===== src/rtl/osc_sel_pkg.sv =====
package osc_sel_pkg;
  // Control word width and field positions
  localparam int CTRL_W   = 3;
  localparam int BIT_RING = 0;
  localparam int BIT_XTAL = 1;
  localparam int BIT_STAT = 2;

  typedef enum logic [1:0] {
    ST_RING = 2'd0,  // ring chosen by software
    ST_WARM = 2'd1,  // ring live, external warming up
    ST_EXT  = 2'd2   // external source live
  } osc_state_e;

  typedef enum logic [1:0] {
    SRC_RING = 2'd0,
    SRC_RC   = 2'd1,
    SRC_XTAL = 2'd2
  } osc_src_e;
endpackage


===== src/rtl/osc_sel_regs.sv =====
module osc_sel_regs
  import osc_sel_pkg::*;
(
  input  logic              clk,
  input  logic              por_n,
  input  logic              we,
  input  logic [CTRL_W-1:0] wdata,
  output logic              ring_sel,
  output logic              xtal_sel,
  output logic              ring_set,
  output logic              ring_clr
);
  // Select bits see only the power-on reset
  always_ff @(posedge clk or negedge por_n) begin
    if (!por_n) begin
      ring_sel <= 1'b0;
      xtal_sel <= 1'b1;
    end else if (we) begin
      ring_sel <= wdata[BIT_RING];
      // Crystal/RC choice is frozen unless the ring is already selected
      if (ring_sel) xtal_sel <= wdata[BIT_XTAL];
    end
  end

  assign ring_set = we &  wdata[BIT_RING];
  assign ring_clr = we & ~wdata[BIT_RING];
endmodule


===== src/rtl/osc_sel_warmup.sv =====
module osc_sel_warmup #(
  parameter int WARM_CYCLES = 65536
) (
  input  logic clk,
  input  logic por_n,
  input  logic clear,  // restart count from zero
  input  logic hold,   // system reset: keep count at zero
  input  logic run,    // warm-up in progress
  input  logic tick,   // one target-oscillator cycle
  output logic done
);
  localparam int CNT_W = (WARM_CYCLES > 1) ? $clog2(WARM_CYCLES) : 1;
  localparam logic [CNT_W-1:0] LAST = CNT_W'(WARM_CYCLES - 1);

  logic [CNT_W-1:0] cnt;

  assign done = run & tick & ~hold & ~clear & (cnt == LAST);

  always_ff @(posedge clk or negedge por_n) begin
    if (!por_n)               cnt <= '0;
    else if (clear || hold)   cnt <= '0;
    else if (done)            cnt <= '0;
    else if (run && tick)     cnt <= cnt + 1'b1;
  end
endmodule


===== src/rtl/osc_sel_fsm.sv =====
module osc_sel_fsm
  import osc_sel_pkg::*;
(
  input  logic       clk,
  input  logic       por_n,
  input  logic       ring_set,
  input  logic       ring_clr,
  input  logic       warm_done,
  input  logic       xtal_sel,
  output logic       warm_start,
  output logic       warm_run,
  output logic       ring_active,
  output logic [1:0] clk_src,
  output logic       xamp_en
);
  osc_state_e state, state_nx;

  always_comb begin
    state_nx = state;
    unique case (state)
      ST_RING: if (ring_clr)       state_nx = ST_WARM;
      ST_WARM: if (ring_set)       state_nx = ST_RING;
               else if (warm_done) state_nx = ST_EXT;
      ST_EXT:  if (ring_set)       state_nx = ST_RING;
      default:                     state_nx = ST_WARM;
    endcase
  end

  // Power-on starts a warm-up toward the default external source
  always_ff @(posedge clk or negedge por_n) begin
    if (!por_n) state <= ST_WARM;
    else        state <= state_nx;
  end

  assign warm_start  = (state == ST_RING) & ring_clr;
  assign warm_run    = (state == ST_WARM);
  assign ring_active = (state != ST_EXT);
  assign xamp_en     = (state != ST_RING) & xtal_sel;

  always_comb begin
    if (state != ST_EXT) clk_src = SRC_RING;
    else if (xtal_sel)   clk_src = SRC_XTAL;
    else                 clk_src = SRC_RC;
  end
endmodule


===== src/rtl/osc_src_select.sv =====
module osc_src_select
  import osc_sel_pkg::*;
#(
  parameter int WARM_CYCLES = 65536
) (
  input  logic              clk,
  input  logic              por_n,
  input  logic              sys_rst_n,
  input  logic              cfg_we,
  input  logic [CTRL_W-1:0] cfg_wdata,
  input  logic              ext_tick,
  output logic [CTRL_W-1:0] cfg_rdata,
  output logic              ring_active,
  output logic [1:0]        clk_src,
  output logic              xamp_en
);
  logic ring_sel, xtal_sel, ring_set, ring_clr;
  logic warm_start, warm_run, warm_done;

  osc_sel_regs u_regs (
    .clk      (clk),
    .por_n    (por_n),
    .we       (cfg_we),
    .wdata    (cfg_wdata),
    .ring_sel (ring_sel),
    .xtal_sel (xtal_sel),
    .ring_set (ring_set),
    .ring_clr (ring_clr)
  );

  osc_sel_warmup #(.WARM_CYCLES(WARM_CYCLES)) u_warm (
    .clk   (clk),
    .por_n (por_n),
    .clear (warm_start),
    .hold  (~sys_rst_n),
    .run   (warm_run),
    .tick  (ext_tick),
    .done  (warm_done)
  );

  osc_sel_fsm u_fsm (
    .clk         (clk),
    .por_n       (por_n),
    .ring_set    (ring_set),
    .ring_clr    (ring_clr),
    .warm_done   (warm_done),
    .xtal_sel    (xtal_sel),
    .warm_start  (warm_start),
    .warm_run    (warm_run),
    .ring_active (ring_active),
    .clk_src     (clk_src),
    .xamp_en     (xamp_en)
  );

  always_comb begin
    cfg_rdata           = '0;
    cfg_rdata[BIT_RING] = ring_sel;
    cfg_rdata[BIT_XTAL] = xtal_sel;
    cfg_rdata[BIT_STAT] = ring_active;
  end
endmodule


===== config.mk =====
export PLATFORM = sky130hd
export DESIGN_NAME = osc_src_select
export DESIGN_NICKNAME = d
export VERILOG_FILES = /design/src/rtl/osc_sel_pkg.sv /design/src/rtl/osc_sel_regs.sv /design/src/rtl/osc_sel_warmup.sv /design/src/rtl/osc_sel_fsm.sv /design/src/rtl/osc_src_select.sv
export SDC_FILE = /design/constraint.sdc
export NUM_CORES = 1
export LEC_CHECK = 0
export BUFFER_PORTS_ARGS = -buffer_cell sky130_fd_sc_hd__buf_2
export CAP_MARGIN = 10
export CORE_ASPECT_RATIO = 0.8
export CORE_MARGIN = 2
export CORE_UTILIZATION = 42
export CTS_CLUSTER_DIAMETER = 120
export CTS_CLUSTER_SIZE = 30
export DETAILED_ROUTE_END_ITERATION = 16
export GPL_ROUTABILITY_DRIVEN = 0
export SETUP_SLACK_MARGIN = 0.15
export SYNTH_ARGS = -nofsm -noshare
export SYNTH_HDL_FRONTEND = slang
export SYNTH_SLANG_ARGS = --single-unit

===== constraint.sdc =====
create_clock -name clk -period 3.3 [get_ports clk]
set_input_delay 0.495 -clock clk [delete_from_list [all_inputs] [get_ports clk]]
set_output_delay 0.495 -clock clk [all_outputs]
set_load 0.01 [all_outputs]

==> results.cfg, run 1 <==
[status]
outcome = finished, final reports clean

[global_route]
track_usage = 0.195
grt_antenna_before_repair = 0
grt_max_degree = 21
grt_pass1_vias = 1064
grt_pass1_wl_mm = 5.16
grt_overflow = 0

[synth]
synth_area_sq_mm = 0.00128
synth-async-reset-ratio = 1.00
synthAdderAreaFrac = 0.0392
synth_mux_area_frac = 0.0245
synthCells = 140
yosys_warnings = 0
synth_flop_cell = dfrtp_1
ys_types = 41
synth_xor_area_frac = 0.0137
ys_ff_latch = 20
synth_nets = 152
synth_edf_count = 0
synth-compound-area-share = 0.185
seq_area_frac_synth = 0.394
synthSimpleGateAreaFrac = 0.281
synth_top_family_by_area = simple AND/OR/NAND/NOR gates
avgSynthCellArea_sq_um = 9.12

[clocking]
cts_made_buffers = 3
insertion_delay_ps = 270
cts.sinks = 20
htreeDepth = 1
post-cts-setup-buffer-count = 0
root_buffer = clkbuf_8
cts_hold_repair.buffers = 0
clk_pin_slew_worst_paths_ps = 90
tritoncts = built
cts_resized = 0
cts.path.max_buffers = 2

[worst_setup_path]
crit_buf_inv = 0
critPathMaxFanout = 14
end_kind = register
worstRegToRegCells = 5
crit_family = simple AND/OR/NAND/NOR gates
crit_path_top_delay_cell = or4_1
worstSetupStartpointType = register
cp_data_required_time_ps = 3460
max_stage_delay_ps = 820
r2r_setup_slack_ps = 880
arrival_ps = 2580
r2r-start = u_warm.cnt[0]
path_cells = ha_1, nand3_2, or4_1, and4_1, a221o_1
critical_path_class = register to register
reg2reg_to = u_warm.cnt[9]

[pwr]
power.density_mw_per_mm2 = 486
p_total_mw = 0.689
leakage_nw = 0.610
ir_drop_v = 0.000254

[timing]
fin_skew_ps = 13.3
max_freq_mhz = 413
slew_viol_final = 0
worst_slew_pin_slew_ps = 589
min_period_over_period = 0.734
maxSlewHeadroom = 0.607
rsz0062_at_grt = false
min_period_ps = 2420
setup_ws_ps = 877
hold_viol = 0
setup_tns_ps = 0
finalSetupViolCount = 0

[floorplan]
initial_core_util = 0.451
core_area_sq_mm = 0.00283
die_x_microns = 65.6
die_area_sq_mm = 0.00350
num_rows = 17
dieHeight_microns = 53.3
pin_count = 15

[layout]
final_cell_mix = 18 x dfrtp_1, 13 x nand2_1, 13 x buf_2
layout_commonest_cell = dfrtp_1
diodes = 0
fin_util = 0.502
finalNonFillerCells = 187
final_nets = 162
layout-area-overhead-vs-synth_pct = 11.2
drive_above_1_share = 0.168

[route]
wl_mm = 2.98
drtIter0Drc = 117
avgViaCountPerCell = 6.04
first_pass_iters = 4
ant_nets = 0
wire_per_inst_microns = 15.9
drc_errors = 0
vias = 1129

[place]
numPlacedInstances = 183
port_buffers = 13
dpl.hpwl_mm = 2.11
pre_cts_slack_ps = 941

[min_path]
hold_class = primary input to async pin

[job]
maxCapViolations = 0
==> Yosys cell counts (all sizes together), types with 2 or more instances <==
| cell type | instances | share of area |
|---|---|---|
| buf | 6 | 0.029 |
| nor3 | 2 | 0.0078 |
| a22o | 3 | 0.021 |
| o2bb2ai | 2 | 0.014 |
| and2 | 2 | 0.0098 |
| mux2i | 2 | 0.016 |
| a31oi | 12 | 0.059 |
| o211ai | 2 | 0.012 |
| nand2 | 13 | 0.038 |
| nor2 | 7 | 0.021 |
| nand4 | 7 | 0.039 |
| o21bai | 2 | 0.012 |
| o21ai | 5 | 0.020 |
| clkbuf | 3 | 0.0088 |
| nand3 | 9 | 0.039 |
| or4 | 2 | 0.012 |
| and3 | 4 | 0.020 |
| dfstp | 2 | 0.041 |
| nor4 | 6 | 0.041 |
| dfrtp | 18 | 0.35 |
| ha | 4 | 0.039 |
| and4 | 4 | 0.027 |
| o31ai | 2 | 0.012 |
| inv | 8 | 0.024 |
==> flip-flops by register name, summed over array words and instances (netlist names) <==
register / flops
u_fsm.state: 2
u_regs.ring_sel: 1
u_regs.xtal_sel: 1
u_warm.cnt: 16
==> cell type report <==
class,count,area [sq um]
Fill cell,262,1410
Multi-Input combinational cell,103,694
Sequential cell,20,503
Timing Repair Buffer,14,72.6
Tap cell,38,47.5
Clock buffer,3,41.3
Clock inverter,1,30.0
Inverter,8,30.0
==> cell families after synthesis <==
| family | count (synthesis) |
|---|---|
| AND/OR/NAND/NOR | 61 |
| AO/OA/AOI/OAI | 33 |
| flip-flops | 20 |
| buffers and inverters | 17 |
| adder cells (fa/ha/maj) | 4 |
| multiplexers | 3 |
| XOR/XNOR | 2 |
==> through the flow <==
stage / area, sq um / hold WS [ps]
2_1_floorplan: 1280 / 199
3_3_place_gp: 1350 / 471
3_5_place_dp: 1350 / 471
4_1_cts: 1420 / 183
5_1_grt: 1420 / 205
6_report: 1420 / 155
==> layer usage <==
layer  track usage  up-vias  part of all wire
met1         0.277      543              0.49
met3        0.0447        2             0.065
met2         0.303       33              0.44
met4        0.0417        0            0.0047
met5             0        -                 0
li1              -      551                 -
==> power breakdown <==
| group | internal, mW | switching [mW] | total (mW) | leakage [nW] |
|---|---|---|---|---|
| clock | 0.162 | 0.0861 | 0.248 | 0.0357 |
| combinational | 0.0593 | 0.103 | 0.162 | 0.304 |
| sequential | 0.266 | 0.0129 | 0.279 | 0.270 |
| total | 0.487 | 0.202 | 0.689 | 0.610 |
==> worst max-delay path by stage <==
stage / start / end / slack (ps) / depth (start not counted)
floorplan: u_fsm.state[0] / u_warm.cnt[13] / 1350 / 8
global placement: u_warm.cnt[0] / u_warm.cnt[9] / 990 / 5
detailed placement: u_warm.cnt[0] / u_warm.cnt[9] / 940 / 5
CTS: u_warm.cnt[0] / u_warm.cnt[9] / 920 / 5
global route: u_warm.cnt[0] / u_warm.cnt[9] / 780 / 5
finish: u_warm.cnt[0] / u_warm.cnt[9] / 880 / 5
==> worst reg2reg max path, delay by kind of cell (launching register included) <==
| kind | cells | cell delay, ps |
|---|---|---|
| and+or+nand+nor | 3 | 1350 |
| DFF | 1 | 410 |
| adders and majority gates | 1 | 300 |
| AOI/OAI and AO/OA | 1 | 250 |
(Power assumes the default switching activity.)
==> inputs of run 2 (changes only) <==
ABC_AREA = 1   (was not set)
clock period = 2.2 ns   (was 3.3 ns; I/O delays follow)
==> run 2 against run 1 <==
Wire length shrank 15%. Clock power increased by 13%. Sequential power increased by 51%. Combinational power increased by 68%. Maximum frequency grew 38%. Via count fell by 4.9%. Critical path type unchanged. Critical endpoint is now u_warm.cnt[15]. Highest routed layer unchanged.
==> results.cfg, run 2 <==
[clocking]
cts_made_buffers = 3
root_buffer = clkbuf_8
insertion_delay_ps = 260
cts.path.max_buffers = 2
cts.sinks = 20
htreeDepth = 1
clk_pin_slew_worst_paths_ps = 80
cts_hold_repair.buffers = 0
tritoncts = built

[route]
drc_errors = 0
ant_nets = 0
wl_mm = 2.53
drtIter0Drc = 38
first_pass_iters = 4
wire_per_inst_microns = 10.8
vias = 1074
avgViaCountPerCell = 4.57

[status]
outcome = finished, final reports clean

[worst_setup_path]
critPathMaxFanout = 6
arrival_ps = 1940
r2r-start = u_fsm.state[0]
worstRegToRegCells = 8
reg2reg_to = u_warm.cnt[15]
end_kind = register
worstSetupStartpointType = register
critical_path_class = register to register
cp_data_required_time_ps = 2380
crit_start = u_fsm.state[0]
r2r_setup_slack_ps = 440
crit_path_end = u_warm.cnt[15]

[floorplan]
core_area_sq_mm = 0.00302
num_rows = 18
dieHeight_microns = 53.8
initial_core_util = 0.431
die_area_sq_mm = 0.00356
die_x_microns = 66.2
pin_count = 15

[global_route]
grt_pass1_vias = 888
grt_overflow = 0
grt_antenna_before_repair = 0
met1_usage = 0.224
use_met2 = 0.243
globalRoute.busiestLayer = met2
grt_max_degree = 21
grt_pass1_wl_mm = 4.21
track_usage = 0.163
grtUsageMet3 = 0.0502

[synth]
seq_area_frac_synth = 0.387
synth_edf_count = 0
synth_nets = 193
synth_top_cells_by_area = dfrtp_1 35%, nand2_1 15%, inv_1 8.4%
yosysTopAreaCellShare = 0.346
synth_area_sq_mm = 0.00130
synthMostInstantiatedCell = nand2_1
synth_top_area_cell = dfrtp_1
synthCells = 181
avgSynthCellArea_sq_um = 7.19
synth-async-reset-ratio = 1.00
ys_types = 25
ys_ff_latch = 20
synth_commonest_cells = 53 x nand2_1, 29 x inv_1, 18 x dfrtp_1
synth_flop_cell = dfrtp_1
yosys_warnings = 0

[timing]
setup_tns_ps = 0
maxSlewHeadroom = 0.699
worst_slew_pin_slew_ps = 451
slew_viol_final = 0
setup_ws_ps = 443
max_freq_mhz = 569
hold_viol = 0
fin_skew_ps = 6.40
rsz0062_at_grt = false
min_period_over_period = 0.799
min_period_ps = 1760
finalSetupViolCount = 0

[layout]
final_cell_mix = 53 x nand2_1, 29 x inv_1, 18 x dfrtp_1
diodes = 0
fin_area_sq_mm = 0.00145
largest_register_ffs = 16
final_nets = 208
largest-register = u_warm.cnt
reg_top3 = u_warm.cnt x16, u_fsm.state x2
drive_above_1_share = 0.190
layout_commonest_cell = nand2_1
layout-area-overhead-vs-synth_pct = 11.4

[pwr]
p_comb_frac = 0.280
leakage_nw = 0.708
p_seq_frac = 0.432
sw_frac_of_total = 0.321
ir_drop_v = 0.000421
power.density_mw_per_mm2 = 670
power_frac_clock = 0.288
internal_power_mw = 0.659
p_total_mw = 0.972
p_sw_mw = 0.312

[job]
maxCapViolations = 0

[place]
dpl.hpwl_mm = 1.94
pre_cts_slack_ps = 323
place_area_sq_mm = 0.00139
port_buffers = 13

[min_path]
hold_class = primary input to async pin
==> run 2: cell count changes after synthesis, sizes merged, moves of 8 or more <==
cell	change
a31oi	-12
inv	+21
nand2	+45
nor2	+12
o21ai	+8
==> run 2: kinds of logic (layout without fill, tap and decap cells) <==
| family | Yosys count | after routing | share of synthesized area |
|---|---|---|---|
| DFF | 20 | 20 | 0.387 |
| AOI/OAI and AO/OA | 22 | 22 | 0.0962 |
| buffers and inverters | 34 | 48 | 0.113 |
| xor gates and xnor gates | 6 | 6 | 0.0404 |
| and+or+nand+nor | 95 | 95 | 0.325 |
| adders and majority gates | 4 | 4 | 0.0385 |
==> run 2: layout make-up <==
| class | instances | area, sq um |
|---|---|---|
| clock buffers | 4 | 55.1 |
| fillers | 320 | 1570 |
| inverters | 29 | 109 |
| multi-input cells | 127 | 653 |
| flip-flops and latches | 20 | 503 |
| well taps | 40 | 50.0 |
| repair buffers | 15 | 80.1 |
==> run 2: critical path, cell delays in order (launching register included) <==
cell     delay (ps)
dfstp_2         540
inv_1            60
ha_1            220
nand3_1         110
nand2_1          90
nor2_2          260
buf_4           220
nand2_1          60
o21ai_1         120
==> run 2: worst min path at each step <==
| stage | endpoint | start | slack [ps] | cells past startpoint |
|---|---|---|---|---|
| 5_1_grt | u_warm.cnt[4] | por_n | 40 | 1 |
| 3_3_place_gp | u_warm.cnt[4] | por_n | 310 | 1 |
| 3_5_place_dp | u_warm.cnt[5] | por_n | 310 | 1 |
| 2_1_floorplan | u_fsm.state[1] | por_n | 30 | 0 |
| 4_1_cts | u_warm.cnt[5] | por_n | 20 | 1 |
| 6_report | u_warm.cnt[5] | por_n | 6 | 1 |
==> run 2: repair_timing <==
item	4_1_cts	5_1_grt
resized for setup	0	1
buffers inserted	0	0
setup endpoints to repair	0	6
==> run 2: per-layer routing <==
| metal | vias up | part of all wire |
|---|---|---|
| met1 | 472 | 0.50 |
| met4 | 0 | 0.015 |
| met3 | 4 | 0.025 |
| li1 | 590 | - |
| met5 | - | 0 |
| met2 | 8 | 0.45 |
==> run 2: stage by stage <==
step           hold WS, ps  std cells   util
2_1_floorplan         34.4        181      -
3_3_place_gp           306        231  0.461
3_5_place_dp           311        231  0.461
4_1_cts               23.5        235  0.480
5_1_grt               42.8        235  0.481
6_report              5.87        235  0.481
==> run 2: power groups by stage <==
stage,Sequential (mW),Clock [mW],Combinational [mW]
after global placement,0.425,0,0.265
after CTS,0.421,0.290,0.275
after global routing,0.425,0.305,0.317
after detailed placement,0.428,0,0.273
after floorplan,0.423,0,0.205
final,0.420,0.280,0.272
==> inputs of run 3 (changes only) <==
clock period = 1.8 ns   (was 2.2 ns; I/O delays follow)
==> run 3 against run 2 <==
Sequential power is 23% higher. Global-route usage is 0.60 points higher. Cell count is 2.6% higher. Wire length is 5.7% higher. First-iteration DRC count is 24% lower. Combinational power is 43% higher. Hold slack better by 230 ps. Sequential cell count stayed put. Clock skew is 2.0 ps higher. Setup slack worse by 210 ps. Die area stayed put. Sequential share of layout area is 2.2 points lower.
==> results.cfg, run 3 (synthesized netlist as in run 2, its figures left out) <==
[floorplan]
pin_count = 15
initial_core_util = 0.431
die_area_sq_mm = 0.00356
dieHeight_microns = 53.8
die_x_microns = 66.2
core_area_sq_mm = 0.00302
num_rows = 18

[worst_setup_path]
worstRegToRegCells = 8
r2r-start = u_fsm.state[0]
critPathMaxFanout = 3
cp_data_required_time_ps = 1530
reg2reg_to = u_warm.cnt[15]
r2r_setup_slack_ps = 270
crit_start = u_fsm.state[0]
end_kind = output pin
crit_path_end = clk_src[0]
arrival_ps = 1290
critical_path_class = register to output pin
worstSetupStartpointType = register

[global_route]
grt_max_degree = 21
grt_pass1_vias = 955
grt_overflow = 0
grt_antenna_before_repair = 0
grt_pass1_wl_mm = 4.38
track_usage = 0.169

[timing]
slew_viol_final = 0
hold_viol = 0
setup_tns_ps = 0
rsz0062_at_grt = false
finalSetupViolCount = 0
fin_skew_ps = 8.39
hold_ws_ps = 232
maxSlewHeadroom = 0.694
min_period_over_period = 0.869
worst_slew_pin_slew_ps = 460
max_freq_mhz = 639
min_period_ps = 1560

[status]
outcome = finished, final reports clean

[layout]
final_cell_mix = 51 x nand2_1, 26 x inv_1, 18 x dfrtp_1
reg_top3 = u_warm.cnt x16, u_fsm.state x2
layout_commonest_cell = nand2_1
final_nets = 214
largest_register_ffs = 16
layout-area-overhead-vs-synth_pct = 18.9
largest-register = u_warm.cnt
finalNonFillerCells = 241
fin_area_sq_mm = 0.00155
diodes = 0
fillCellCount = 322
drive_above_1_share = 0.259

[pwr]
leakage_nw = 0.742
p_total_mw = 1.35
ir_drop_v = 0.000537
power.density_mw_per_mm2 = 875

[clocking]
root_buffer = clkbuf_8
cts_made_buffers = 3
cts.path.max_buffers = 2
cts.sinks = 20
insertion_delay_ps = 270
tritoncts = built
clk_pin_slew_worst_paths_ps = 80
htreeDepth = 1

[route]
ant_nets = 0
drc_errors = 0
drtIter0Drc = 29
vias = 1154
wl_mm = 2.67
wire_per_inst_microns = 11.1
first_pass_iters = 4
avgViaCountPerCell = 4.79

[place]
place_area_sq_mm = 0.00141
dpl.hpwl_mm = 1.98
numPlacedInstances = 233
port_buffers = 13

[min_path]
hold_class = primary input to register
holdPathStages = 3

[job]
maxCapViolations = 0
[run 3: stage by stage]
stage,utilization,setup WS (ps)
detailed placement,0.466,98.8
finish,0.513,236
global placement,0.466,200
CTS,0.494,134
floorplan,-,254
global route,0.513,154
[run 3: layout make-up]
type / instances / area (sq um) / share of cell area
clock buffer: 3 / 41.3 / 0.0267
clock inverter: 1 / 30.0 / 0.0194
inverter: 29 / 109 / 0.0703
multi-input combinational: 127 / 683 / 0.441
sequential: 20 / 503 / 0.325
tap: 40 / 50.0 / 0.0323
timing repair buffer: 21 / 131 / 0.0849
[run 3: per-layer routing]
layer  up-vias  global-route usage  wire length (microns)
met5         -                   0                      0
met4         0              0.0612                     31
met3         4              0.0502                     81
met2        12               0.245                   1190
met1       535               0.241                   1370
li1        603                   -                      -
[run 3: power by group]
part / internal, mW / leakage, nW / switching [mW]
Combinational: 0.154 / 0.437 / 0.235
Sequential: 0.491 / 0.269 / 0.0234
Clock: 0.297 / 0.0357 / 0.154
Total: 0.942 / 0.742 / 0.412
[run 3: worst max-delay path, cell delays in order, from the launching register on]
cell	delay, ps
dfstp_2	550
inv_1	60
ha_2	200
inv_2	60
nor2_1	30
buf_2	130
[run 3: worst min-delay path by stage]
stage	slack, ps	startpoint	end
6_report	230	cfg_wdata[1]	u_regs.xtal_sel
2_1_floorplan	-30	por_n	u_fsm.state[1]
4_1_cts	220	cfg_wdata[1]	u_regs.xtal_sel
5_1_grt	220	cfg_wdata[1]	u_regs.xtal_sel
3_3_place_gp	250	por_n	u_warm.cnt[4]
3_5_place_dp	250	por_n	u_warm.cnt[4]
[run 3: what timing repair did]
action                                 4_1_cts  5_1_grt
endpoints found under the hold margin       18        0
hold buffers                                 1        0
setup endpoints to repair                    9       21
setup buffers                                0        3
pin swaps                                    0        2
resized for setup                            1       15
